--- config.mk ---
export PLATFORM = sky130hd
export DESIGN_NAME = sdram_cmd_sched
export DESIGN_NICKNAME = d
export VERILOG_FILES = /design/src/rtl/sdram_sched_pkg.sv /design/src/rtl/sdram_bank_timer.sv /design/src/rtl/sdram_rd_align.sv /design/src/rtl/sdram_cmd_sched.sv
export SDC_FILE = /design/constraint.sdc
export NUM_CORES = 1
export LEC_CHECK = 0
export ABC_AREA = 1
export BUFFER_PORTS_ARGS = -buffer_cell sky130_fd_sc_hd__clkbuf_2
export CORE_MARGIN = 1
export CORE_UTILIZATION = 42
export CTS_CLUSTER_SIZE = 14
export DETAILED_ROUTE_END_ITERATION = 7
export PLACE_DENSITY = 0.68
export RECOVER_POWER = 50
export REMOVE_ABC_BUFFERS = 1
export SETUP_SLACK_MARGIN = 0.15
export SYNTH_ARGS = -nofsm -noshare
export SYNTH_HDL_FRONTEND = slang
export SYNTH_SLANG_ARGS = --single-unit
--- constraint.sdc ---
create_clock -name clk -period 4.41 [get_ports clk]
set_input_delay 0.2205 -clock clk [delete_from_list [all_inputs] [get_ports clk]]
set_output_delay 0.2205 -clock clk [all_outputs]
set_load 0.02 [all_outputs]
--- src/rtl/sdram_sched_pkg.sv ---
package sdram_sched_pkg;

    // {cs_n, ras_n, cas_n, we_n}
    typedef enum logic [3:0] {
        CMD_ACT = 4'b0011,
        CMD_PRE = 4'b0010,
        CMD_WR  = 4'b0100,
        CMD_RD  = 4'b0101,
        CMD_NOP = 4'b0111
    } sd_cmd_e;

    typedef enum logic [2:0] {
        STEP_IDLE,
        STEP_PRE,
        STEP_ACT,
        STEP_MASK,
        STEP_COL
    } step_e;

    // A gap of d clocks between commands: the counter is loaded with d-1
    // and the next command may be chosen once it reads zero.
    function automatic int gap_load(int d);
        return (d > 1) ? d - 1 : 0;
    endfunction

endpackage

--- src/rtl/sdram_bank_timer.sv ---
module sdram_bank_timer
    import sdram_sched_pkg::*;
#(
    parameter int ROW_W = 11,
    parameter int TW    = 5,
    parameter int T_RCD = 3,
    parameter int T_RP  = 3,
    parameter int T_RAS = 7,
    parameter int T_RC  = 10,
    parameter int T_RDL = 2
) (
    input  logic             clk,
    input  logic             rst,
    input  logic             act_i,
    input  logic             pre_i,
    input  logic             rd_i,
    input  logic             wr_i,
    input  logic             ap_i,
    input  logic [ROW_W-1:0] row_i,
    output logic             open_o,
    output logic [ROW_W-1:0] row_o,
    output logic             act_ok_o,
    output logic             pre_ok_o,
    output logic             col_ok_o
);

    logic             open_q;
    logic [ROW_W-1:0] row_q;
    logic [TW-1:0]    rcd_c, ras_c, rc_c, rp_c, wrr_c;

    always_ff @(posedge clk) begin
        if (rst) begin
            open_q <= 1'b0;
            row_q  <= '0;
            rcd_c  <= '0;
            ras_c  <= '0;
            rc_c   <= '0;
            rp_c   <= '0;
            wrr_c  <= '0;
        end else begin
            rcd_c <= (rcd_c != 0) ? rcd_c - 1'b1 : rcd_c;
            ras_c <= (ras_c != 0) ? ras_c - 1'b1 : ras_c;
            rc_c  <= (rc_c  != 0) ? rc_c  - 1'b1 : rc_c;
            rp_c  <= (rp_c  != 0) ? rp_c  - 1'b1 : rp_c;
            wrr_c <= (wrr_c != 0) ? wrr_c - 1'b1 : wrr_c;
            if (act_i) begin
                open_q <= 1'b1;
                row_q  <= row_i;
                rcd_c  <= TW'(gap_load(T_RCD));
                ras_c  <= TW'(gap_load(T_RAS));
                rc_c   <= TW'(gap_load(T_RC));
            end
            if (pre_i) begin
                open_q <= 1'b0;
                rp_c   <= TW'(gap_load(T_RP));
            end
            if (wr_i) begin
                wrr_c <= TW'(gap_load(T_RDL));
                if (ap_i) begin
                    open_q <= 1'b0;
                    rp_c   <= TW'(gap_load(T_RDL + T_RP));
                end
            end
            if (rd_i && ap_i) begin
                open_q <= 1'b0;
                rp_c   <= TW'(gap_load(T_RP));
            end
        end
    end

    assign open_o   = open_q;
    assign row_o    = row_q;
    assign act_ok_o = !open_q && (rp_c == 0) && (rc_c == 0);
    assign pre_ok_o = open_q && (ras_c == 0) && (wrr_c == 0);
    assign col_ok_o = open_q && (rcd_c == 0);

    // the scheduler only activates a bank this timer holds closed
    assert_act_closed_R5: assert property (@(posedge clk) disable iff (rst)
        act_i |-> !open_q && rp_c == 0);

    // column commands only reach an open bank past its row-to-column gap
    assert_col_open_R4: assert property (@(posedge clk) disable iff (rst)
        (rd_i || wr_i) |-> open_q && rcd_c == 0);

    // precharge respects active time and write recovery
    assert_pre_window_R6: assert property (@(posedge clk) disable iff (rst)
        pre_i |-> ras_c == 0 && wrr_c == 0);

endmodule

--- src/rtl/sdram_rd_align.sv ---
module sdram_rd_align #(
    parameter int DW     = 32,
    parameter int MAX_CL = 3,
    parameter int CLW    = 2
) (
    input  logic           clk,
    input  logic           rst,
    input  logic           rd_fire_i,
    input  logic [CLW-1:0] cas_lat_i,
    input  logic [DW-1:0]  dq_i,
    output logic           rd_valid_o,
    output logic [DW-1:0]  rd_data_o
);

    // pipe_q[k] is high k clocks after a READ sat on the pins
    logic [MAX_CL:1] pipe_q;
    logic            tap;

    always_comb begin
        tap = 1'b0;
        for (int k = 1; k <= MAX_CL; k++) begin
            if (int'(cas_lat_i) == k) tap = pipe_q[k];
        end
    end

    always_ff @(posedge clk) begin
        if (rst) begin
            pipe_q     <= '0;
            rd_valid_o <= 1'b0;
            rd_data_o  <= '0;
        end else begin
            pipe_q     <= {pipe_q[MAX_CL-1:1], rd_fire_i};
            rd_valid_o <= tap;
            if (tap) rd_data_o <= dq_i;
        end
    end

    // a read is only launched with a latency the capture pipe supports
    assert_cl_range_R10: assert property (@(posedge clk) disable iff (rst)
        rd_fire_i |-> (int'(cas_lat_i) >= 1 && int'(cas_lat_i) <= MAX_CL));

endmodule

--- src/rtl/sdram_cmd_sched.sv ---
module sdram_cmd_sched
    import sdram_sched_pkg::*;
#(
    parameter int DW     = 32,
    parameter int BANK_W = 2,
    parameter int ROW_W  = 11,
    parameter int COL_W  = 8,
    parameter int AP_BIT = 10,
    parameter int MAX_CL = 3,
    parameter int T_RCD  = 3,
    parameter int T_RP   = 3,
    parameter int T_RAS  = 7,
    parameter int T_RC   = 10,
    parameter int T_RRD  = 2,
    parameter int T_RDL  = 2,
    parameter int T_CDL  = 1
) (
    input  logic              clk,
    input  logic              rst,
    input  logic [1:0]        cas_lat,
    input  logic              req_valid,
    output logic              req_ready,
    input  logic              req_write,
    input  logic [BANK_W-1:0] req_bank,
    input  logic [ROW_W-1:0]  req_row,
    input  logic [COL_W-1:0]  req_col,
    input  logic              req_autopre,
    input  logic [DW/8-1:0]   req_mask,
    input  logic [DW-1:0]     req_wdata,
    output logic              rd_valid,
    output logic [DW-1:0]     rd_data,
    output logic              sd_cs_n,
    output logic              sd_ras_n,
    output logic              sd_cas_n,
    output logic              sd_we_n,
    output logic [BANK_W-1:0] sd_ba,
    output logic [ROW_W-1:0]  sd_addr,
    output logic [DW/8-1:0]   sd_dqm,
    output logic [DW-1:0]     sd_dq_out,
    output logic              sd_dq_oe,
    input  logic [DW-1:0]     sd_dq_in
);

    localparam int NBANK = 1 << BANK_W;
    localparam int MW    = DW / 8;
    localparam int CLW   = 2;
    localparam int TW    = $clog2(T_RDL + T_RP + T_RC + MAX_CL + 2);

    typedef struct packed {
        logic              wr;
        logic [BANK_W-1:0] bank;
        logic [ROW_W-1:0]  row;
        logic [COL_W-1:0]  col;
        logic              ap;
        logic [MW-1:0]     mask;
        logic [DW-1:0]     data;
    } req_t;

    req_t           cur_q;
    logic           busy_q, premask_q;
    sd_cmd_e        cmd_q;
    logic [MW-1:0]  rd_pend_q;
    logic [TW-1:0]  rrd_c, bus_c, cdl_c;
    step_e          step;
    logic           hit, col_gate;

    logic [NBANK-1:0] act_v, pre_v, rd_v, wr_v;
    logic [NBANK-1:0] open_v, act_ok_v, pre_ok_v, col_ok_v;
    logic [ROW_W-1:0] row_v [NBANK];

    for (genvar i = 0; i < NBANK; i++) begin : g_bank
        assign act_v[i] = (step == STEP_ACT) && (cur_q.bank == BANK_W'(i));
        assign pre_v[i] = (step == STEP_PRE) && (cur_q.bank == BANK_W'(i));
        assign rd_v[i]  = (step == STEP_COL) && !cur_q.wr && (cur_q.bank == BANK_W'(i));
        assign wr_v[i]  = (step == STEP_COL) &&  cur_q.wr && (cur_q.bank == BANK_W'(i));
        sdram_bank_timer #(
            .ROW_W(ROW_W), .TW(TW), .T_RCD(T_RCD), .T_RP(T_RP),
            .T_RAS(T_RAS), .T_RC(T_RC), .T_RDL(T_RDL)
        ) u_timer (
            .clk(clk), .rst(rst),
            .act_i(act_v[i]), .pre_i(pre_v[i]), .rd_i(rd_v[i]), .wr_i(wr_v[i]),
            .ap_i(cur_q.ap), .row_i(cur_q.row),
            .open_o(open_v[i]), .row_o(row_v[i]),
            .act_ok_o(act_ok_v[i]), .pre_ok_o(pre_ok_v[i]), .col_ok_o(col_ok_v[i])
        );
    end

    always_comb begin
        step     = STEP_IDLE;
        hit      = open_v[cur_q.bank] && (row_v[cur_q.bank] == cur_q.row);
        col_gate = col_ok_v[cur_q.bank] && (cdl_c == 0) && (!cur_q.wr || bus_c == 0);
        if (busy_q) begin
            if (open_v[cur_q.bank] && !hit) begin
                if (pre_ok_v[cur_q.bank]) step = STEP_PRE;
            end else if (!open_v[cur_q.bank]) begin
                if (act_ok_v[cur_q.bank] && rrd_c == 0) step = STEP_ACT;
            end else if (col_gate) begin
                if (!cur_q.wr && cas_lat == 2'd1 && |cur_q.mask && !premask_q)
                    step = STEP_MASK;
                else
                    step = STEP_COL;
            end
        end
    end

    always_ff @(posedge clk) begin
        if (rst) begin
            cur_q     <= '0;
            busy_q    <= 1'b0;
            premask_q <= 1'b0;
            cmd_q     <= CMD_NOP;
            sd_ba     <= '0;
            sd_addr   <= '0;
            sd_dqm    <= '0;
            sd_dq_out <= '0;
            sd_dq_oe  <= 1'b0;
            rd_pend_q <= '0;
            rrd_c     <= '0;
            bus_c     <= '0;
            cdl_c     <= '0;
        end else begin
            rrd_c     <= (rrd_c != 0) ? rrd_c - 1'b1 : rrd_c;
            bus_c     <= (bus_c != 0) ? bus_c - 1'b1 : bus_c;
            cdl_c     <= (cdl_c != 0) ? cdl_c - 1'b1 : cdl_c;
            cmd_q     <= CMD_NOP;
            sd_dq_oe  <= 1'b0;
            sd_dqm    <= rd_pend_q;
            rd_pend_q <= '0;
            if (req_valid && !busy_q) begin
                busy_q <= 1'b1;
                cur_q  <= '{wr: req_write, bank: req_bank, row: req_row, col: req_col,
                            ap: req_autopre, mask: req_mask, data: req_wdata};
            end
            case (step)
                STEP_PRE: begin
                    cmd_q   <= CMD_PRE;
                    sd_ba   <= cur_q.bank;
                    sd_addr <= '0;
                end
                STEP_ACT: begin
                    cmd_q   <= CMD_ACT;
                    sd_ba   <= cur_q.bank;
                    sd_addr <= cur_q.row;
                    rrd_c   <= TW'(gap_load(T_RRD));
                end
                STEP_MASK: begin
                    sd_dqm    <= cur_q.mask;
                    premask_q <= 1'b1;
                end
                STEP_COL: begin
                    sd_ba               <= cur_q.bank;
                    sd_addr             <= '0;
                    sd_addr[COL_W-1:0]  <= cur_q.col;
                    sd_addr[AP_BIT]     <= cur_q.ap;
                    busy_q              <= 1'b0;
                    premask_q           <= 1'b0;
                    if (cur_q.wr) begin
                        cmd_q     <= CMD_WR;
                        sd_dqm    <= cur_q.mask;
                        sd_dq_out <= cur_q.data;
                        sd_dq_oe  <= 1'b1;
                        cdl_c     <= TW'(gap_load(T_CDL));
                    end else begin
                        cmd_q <= CMD_RD;
                        bus_c <= TW'(cas_lat);
                        if (cas_lat == 2'd2) sd_dqm <= cur_q.mask;
                        if (cas_lat == 2'd3) rd_pend_q <= cur_q.mask;
                    end
                end
                default: ;
            endcase
        end
    end

    assign {sd_cs_n, sd_ras_n, sd_cas_n, sd_we_n} = cmd_q;
    assign req_ready = !busy_q;

    sdram_rd_align #(.DW(DW), .MAX_CL(MAX_CL), .CLW(CLW)) u_rd (
        .clk(clk), .rst(rst), .rd_fire_i(cmd_q == CMD_RD), .cas_lat_i(cas_lat),
        .dq_i(sd_dq_in), .rd_valid_o(rd_valid), .rd_data_o(rd_data)
    );

    // the first cycle after reset shows no command and no read data
    assert_reset_nop_R14: assert property (@(posedge clk) disable iff (rst)
        $past(rst) |-> (cmd_q == CMD_NOP && !rd_valid));

    // no two activates on adjacent cycles when the rule spans more than one clock
    assert_rrd_R7: assert property (@(posedge clk) disable iff (rst)
        (T_RRD > 1 && cmd_q == CMD_ACT) |=> cmd_q != CMD_ACT);

    // a write never overlaps a read data cycle
    assert_wr_bus_R13: assert property (@(posedge clk) disable iff (rst)
        (cmd_q == CMD_WR) |=> !rd_valid);

endmodule

Word-level counts from Yosys, hierarchy flattened

Cells that the tools add are included.

Memory bits (writable): 0
Latch bits: 0
ROM bits: 0
Register bits: 318
Memories: 0
Word-level logic and storage cells: 364

Multipliers: 0
Div/mod/pow operators: 0
Shift-type cells: 0
Multiplexer cells: 105
Bitwise gates (word level): 3
$add $sub $neg: 23
Equality and inequality tests: 15
Reduce and logical (&&, ||, !) cells: 145
$lt $le $gt $ge: 2

Operators by type and width:

| kind                                                                   | number |
|---|---|
| 5-bit zero test                                                        | 23 |
| 5-bit nonzero test                                                     | 23 |
| 5-bit by 1-bit subtractor with 5-bit output (second input constant)    | 23 |
| 5-bit two-way mux                                                      | 22 |
| 1-bit logical AND                                                      | 51 |
| 4-bit two-way mux                                                      | 10 |
| 3-bit two-way mux                                                      | 13 |
| 1-bit two-way mux                                                      | 36 |
| 2-bit nonzero test                                                     | 18 |
| 11-bit one-hot mux with 3 select lines                                 | 1 |
| 2-bit OR reduction                                                     | 15 |
| 2-bit two-way mux                                                      | 13 |
| 11-bit binary-select mux with 2-bit select                             | 1 |
| 11-bit two-way mux                                                     | 2 |
| 2-bit equality test (second input constant)                            | 6 |
| 11-bit equality test                                                   | 1 |
| 3-bit one-hot mux with 3 select lines                                  | 1 |
| 1-bit binary-select mux with 2-bit select                              | 4 |
| 1-bit zero test                                                        | 8 |
| 4-bit one-hot mux with 2 select lines                                  | 1 |
| 4-bit OR reduction                                                     | 2 |
| 2-bit by 1-bit equality test with 1-bit output (second input constant) | 3 |
| 3-bit by 2-bit equality test with 1-bit output (second input constant) | 2 |
| 4-bit by 3-bit equality test with 1-bit output (second input constant) | 1 |
| 12 further kinds                                                       | 13 |

Logic depth before layout (Yosys ltp)

Depth after elaboration: 16
Mapped depth: 24
Mapped depth without buffers: 21

By module

A second synthesis with hierarchy kept.

Cell total of the unflattened synthesis: 1877
Area, all modules: 13985.9 sq um

By module, submodules not included:

| module           | area each (sq um) | times used | cells each |
|---|---|---|---|
| sdram_bank_timer | 1627.8            | 4          | 198 |
| sdram_cmd_sched  | 6022.0            | 1          | 864 |
| sdram_rd_align   | 1452.6            | 1          | 221 |

Least setup slack after synthesis

Ideal clock, no wire load.

Kind: register to register
Start point: reg g_bank[0].u_timer.rcd_c[0]
End point: reg g_bank[0].u_timer.row_q[10]
Path slack: 2.201 ns
Path buffers: 1
Clock period less this slack: 2.209 ns
Arrival: 2.091 ns
Stages on the path, launching flop included: 19
Cells stage by stage: dfxtp_1 > inv_1 > ha_1 > nand2_1 > nor2_2 > a21oi_1 > nor2_1 > nand4_1 > nor2_1 > inv_1 > nand2_1 > inv_1 > nor2_1 > nand2_1 > inv_2 > nand2_4 > nand2_2 > buf_6 > a21oi_1

Cells in the longest elaborated chain, start to end: 12

Ends and longest elaborated chain:

| what                                           | RTL line               | source |
|---|---|---|
| start, declared                                | sdram_bank_timer.sv:29 | `logic [TW-1:0] rcd_c, ras_c, rc_c, rp_c, wrr_c;` |
| start signal, assigned                         | sdram_bank_timer.sv:41 | `rcd_c <= (rcd_c != 0) ? rcd_c - 1'b1 : rcd_c;` |
| start signal, assigned                         | sdram_bank_timer.sv:49 | `rcd_c <= TW'(gap_load(T_RCD));` |
| 5-bit zero test                                | sdram_bank_timer.sv:75 | `assign col_ok_o = open_q && (rcd_c == 0);` |
| 1-bit logical AND                              | sdram_bank_timer.sv:75 |  |
| 1-bit binary-select mux with 2-bit select      | sdram_cmd_sched.sv:91  | `col_gate = col_ok_v[cur_q.bank] && (cdl_c == 0) && (!cur_q.wr \|\| bus_c == 0);` |
| 1-bit two-way mux (not written as such)        | sdram_cmd_sched.sv:91  |  |
| 1-bit logical AND (2 in a row)                 | sdram_cmd_sched.sv:91  |  |
| 3-bit two-way mux                              | sdram_cmd_sched.sv:97  | `end else if (col_gate) begin` |
| 3-bit two-way mux                              | sdram_cmd_sched.sv:95  | `end else if (!open_v[cur_q.bank]) begin` |
| 3-bit two-way mux                              | sdram_cmd_sched.sv:93  | `if (open_v[cur_q.bank] && !hit) begin` |
| 3-bit two-way mux                              | sdram_cmd_sched.sv:92  | `if (busy_q) begin` |
| 3-bit by 2-bit equality test with 1-bit output | sdram_cmd_sched.sv:72  | `assign act_v[i] = (step == STEP_ACT) && (cur_q.bank == BANK_W'(i));` |
| 1-bit logical AND                              | sdram_cmd_sched.sv:72  |  |
| end signal, assigned                           | sdram_bank_timer.sv:48 | `row_q <= row_i;` |
| end, declared                                  | sdram_bank_timer.sv:28 | `logic [ROW_W-1:0] row_q;` |

Every way passes these cells. The select of a mux whose other input is x is not followed.
A chain may end at the register's enable or synchronous reset.

Worst setup path in the final report

Start point: reg cur_q[57] in the netlist's numbering
End point: reg g_bank[1].u_timer.row_q[4]

Cells in the longest elaborated chain, start to end: 12
Elaborated cells between the ends (all ways): 28
Those cells by class: eq/ne (3); mux (17); bitwise (1); reduce/logical (7)

Ends and longest elaborated chain:

| what                                                   | RTL line               | source |
|---|---|---|
| start, declared                                        | sdram_cmd_sched.sv:59  | `req_t cur_q;` |
| start signal, assigned                                 | sdram_cmd_sched.sv:131 | `cur_q <= '{wr: req_write, bank: req_bank, row: req_row, col: req_col,` |
| 2-bit inverter with 3-bit output (not written as such) | sdram_cmd_sched.sv:90  | `hit = open_v[cur_q.bank] && (row_v[cur_q.bank] == cur_q.row);` |
| 11-bit binary-select mux with 2-bit select             | sdram_cmd_sched.sv:90  |  |
| 11-bit two-way mux (not written as such) (2 in a row)  | sdram_cmd_sched.sv:90  |  |
| 11-bit equality test                                   | sdram_cmd_sched.sv:90  |  |
| 1-bit logical AND                                      | sdram_cmd_sched.sv:90  |  |
| 1-bit zero test                                        | sdram_cmd_sched.sv:93  |  |
| 1-bit logical AND                                      | sdram_cmd_sched.sv:93  |  |
| 3-bit two-way mux                                      | sdram_cmd_sched.sv:93  |  |
| 3-bit two-way mux                                      | sdram_cmd_sched.sv:92  |  |
| 3-bit by 2-bit equality test with 1-bit output         | sdram_cmd_sched.sv:72  |  |
| 1-bit logical AND (*)                                  | sdram_cmd_sched.sv:72  |  |
| end signal, assigned                                   | sdram_bank_timer.sv:48 |  |
| end, declared                                          | sdram_bank_timer.sv:28 |  |

Every way passes the cells marked *; elsewhere a longest branch is shown, timed or not. The select of a mux whose other input is x is not followed.

==> impl_summary.txt <==
----------------------------------------------------
[Run status]
  Run status ... complete, but fails checks
  Failing checks ... capacitance limit, slew limit

[Layout]
  Post-route core utilization ... a little over half
  Total number of nets in the final design ... 2337
  Synth-to-Final Area Change ... 21.0%
  Total non-filler cell area in the finished layout ... between 0.015 and 0.02 mm2
  Fillers ... ~3200
  Fraction of final layout cells sized beyond drive strength 1 ... a little under a tenth
  Sequential Area ... roughly 0.0063 mm2
  Finished Layout Cells ... around 2700
  N_diodes ... 0
  Multi-input logic area ... 0.00653 mm2

[Synthesis]
  EDFF count, synth ... 0
  Yosys warning count ... 0
  Proportion of register bits with asynchronous set or reset after synthesis ... 0%
  Synthesized instance count ... between 1500 and 2000
  Most used DFF post-synth ... dfxtp_1
  Post-synthesis area per instance ... about 7.3 um2
  Post-Synthesis Cell Area ... ~0.014 mm2
  Share of the yosys chip area belonging to registers ... 44.7%
  Post-synthesis cell type count ... between 40 and 50
  FF+latch count, synth ... 317

[Clock tree]
  H-tree Lvls ... 2
  Clock root buffer ... clkbuf_16
  Cts bufs inserted ... 35
  Clock Latency Late Sink ... around 0.53 ns
  Number of clock sinks ... 317
  Clock tree from TritonCTS ... done
  Number of post-CTS setup repair buffers ... 0
  Max clock buf depth ... 3
  Clock-pin slew on the worst setup and hold paths ... about 0.060 ns

[Drt]
  Antenna-violating nets left ... 0
  Metal-1 WL ... around 16 mm
  Metal2 WL ... between 15 and 20 mm
  Vias post-DR ... approximately 13000
  Final routed wirelength across all metal layers ... between 30 and 40 mm
  Drt initial violations ... 832
  DRC violations left ... 0
  Routed WL per cell ... approximately 14 um
  First-pass iteration count of the detailed router ... 7
  Average vias per placed instance ... roughly 5.0
  Met3 layer wire length in the routed design ... around 2.8 mm
  Top Metal Used ... met4

[Floorplan]
  Chip Width ... 186 um
  # IOs ... 184
  Cell Rows ... between 60 and 70
  Die area ... roughly 0.035 mm2
  Initial Utilization ... between 40% and 50%
  Die height ... approximately 190 um
  Core box area ... about 0.033 mm2

[STA]
  # setup viols final ... 0
  Worst Hold Slack ... around 0.017 ns
  Maximum clock rate ... roughly 270 MHz
  Total count of hold-check failures in the final report ... 0
  Least setup slack across all paths after layout ... 0.715 ns
  Pins Over Slew Limit ... between 150 and 200
  Normalized max-slew margin ... -123%
  Clock skew after layout ... 0.0312 ns
  Period minus WS final ... roughly 3.7 ns
  RSZ-0062 raised after global routing ... no
  Final clock period utilization by the worst path ... between 80% and 90%
  Setup tns final ... 0 ns
  Worst slew pin tran ... between 3 and 4 ns

[Placed design]
  Worst slack at placement ... ~1.2 ns
  Dpl cells ... around 2500
  Post-detailed-placement cell area ... approximately 0.015 mm2
  Number of I/O port buffers ... 182
  Final estimated routing congestion in global placement ... ~0.94
  DP HPWL ... around 26 mm

[Setup path]
  Slowest stage cell on the critical path ... nand2_1
  Critical path start-end classification ... flop to flop
  Maximum fanout encountered on the critical timing path ... 19
  Data required time at the worst endpoint ... 4.81 ns
  Startpoint types ... flop
  Endpoint kind of the worst setup timing path ... flop
  Worst-path cell chain ... buf_4 > nand2_4 > inv_2 > a21oi_1 > nand3_1 > nand2_1 > nor2_1 > nand3_1 > nand2_4 > nand2_2 > nor2_2 > nand2_1 > nor2_8 > nor2_4 > nand2_1 > o21ai_1
  Worst stage delay on the critical path ... a little over 0.6 ns
  Data arrival time of the worst path ... 4.09 ns
  Cell occurring most often along the worst timing path ... nand2_1

[GRT]
  Tot GR Track Use ... 21.9%
  Total congestion overflow after global routing ... 0
  Number of antenna violations at the first check in global routing ... 0
  Vias in the first global route ... between 10000 and 15000
  Wire length of the first global-routing pass ... a little over 60 mm
  Largest net degree at the start of global routing ... 66

[Power and ir drop]
  Cell Pwr Density ... 579 mW/mm2
  Standby leakage power ... about 7.9 nW
  Total Power ... approximately 10 mW
  Max rail drop VDD ... 307 uV

[Run]
  Max Cap Violations ... 3

[Min path]
  Hold WC Path Type ... input port to flop

----------------------------------------------------
[worst paths after layout]
kind	from	to	slack (ns)	cells after the start
worst max-delay path	cur_q[57]$_SDFFE_PP0P_	g_bank[1].u_timer.row_o[4]$_SDFFE_PP0P_	0.72	16
worst min register to register	u_rd.pipe_q[1]$_SDFF_PP0_	u_rd.pipe_q[2]$_SDFF_PP0_	0.44	2
worst max register to register	cur_q[57]$_SDFFE_PP0P_	g_bank[1].u_timer.row_o[4]$_SDFFE_PP0P_	0.72	16
worst min-delay path	req_row[1]	cur_q[46]$_SDFFE_PP0P_	0.02	3
[worst max-delay path, delay by kind of cell (launching register included)]
family                 cells  cell delay (ns)
flip-flops                 1             0.56
buffers and inverters      2             0.46
AND/OR/NAND/NOR           12             2.31
AO/OA/AOI/OAI              2             0.21
[cell usage after synthesis, drive strengths merged (5+ instances only)]
cell type,n,area share (%)
nand2,470,13
dfxtp,317,45
nor2,250,7.2
inv,248,6.6
o21ai,177,6.2
a21oi,134,4.7
nand3,78,2.9
nor3,47,2.0
ha,45,4.0
clkbuf,35,0.93
buf,28,1.5
nand4,27,1.2
xor2,27,1.7
xnor2,21,1.3
a211oi,8,0.42
a31oi,5,0.22
nor3b,5,0.26
[cell type report]
type | count | share of cell area, %
well taps | 442 | 3.22
clock buffers | 48 | 5.74
clock inverters | 13 | 0.773
multi-input cells | 1319 | 38.0
inverters | 249 | 5.50
repair buffers | 274 | 9.80
flip-flops and latches | 317 | 37.0
[layout by cell type (no fill, tap or decap), types with 3 or more instances in the layout]
master	n
clkbuf_8	4
nand3b_1	3
or2_2	3
nor2_1	237
inv_1	236
dfxtp_1	317
nand3_1	76
a31oi_1	5
ha_1	45
nor3_1	41
clkbuf_2	94
clkinv_2	8
nand2_4	3
clkbuf_16	36
nand2_2	6
nand4_1	26
o21ai_0	161
nand2_1	461
buf_4	6
o31ai_1	3
a211oi_1	8
o21a_1	3
dlygate4sd3_1	82
xor2_1	27
o21ai_1	16
nor3b_1	5
nor2_4	6
a21oi_1	134
inv_2	10
clkbuf_1	100
nor2_2	6
xnor2_1	21
nor3_2	4
[report_power, final]
part	internal (mW)	switching, mW	total (mW)
logic	1.30	2.04	3.34
clock network	1.69	1.19	2.87
registers	3.39	0.339	3.73
total	6.38	3.56	9.94
[layer usage]
layer  up-vias  GRT usage, %
met2       478          36.9
met3        75          5.18
met1      6046          27.4
li1       6669             -
met5         -             0
met4         0          6.92
[flip-flops by register name (all words and copies together) (netlist names), 20 cells and up]
signal                cells
cur_q                    59
g_bank.u_timer.row_o     44
sd_dq_out                32
u_rd.rd_data_o           32
g_bank.u_timer.ras_c     20
g_bank.u_timer.rc_c      20
g_bank.u_timer.rcd_c     20
g_bank.u_timer.rp_c      20
g_bank.u_timer.wrr_c     20
[logic make-up after synthesis]
logic type / share of synthesized area [%]
adders and majority gates: 3.97
AOI/OAI and AO/OA: 12.3
DFF: 44.7
muxes: 0.0794
xor gates and xnor gates: 2.96
other: 0.0264
and+or+nand+nor: 26.9
buffers and inverters: 9.03
[timing repair]
item | in CTS | in global routing
gates resized for setup | 0 | 0
hold buffers | 82 | 0
hold endpoints to repair | 82 | 0
(Power assumes the default switching activity.)
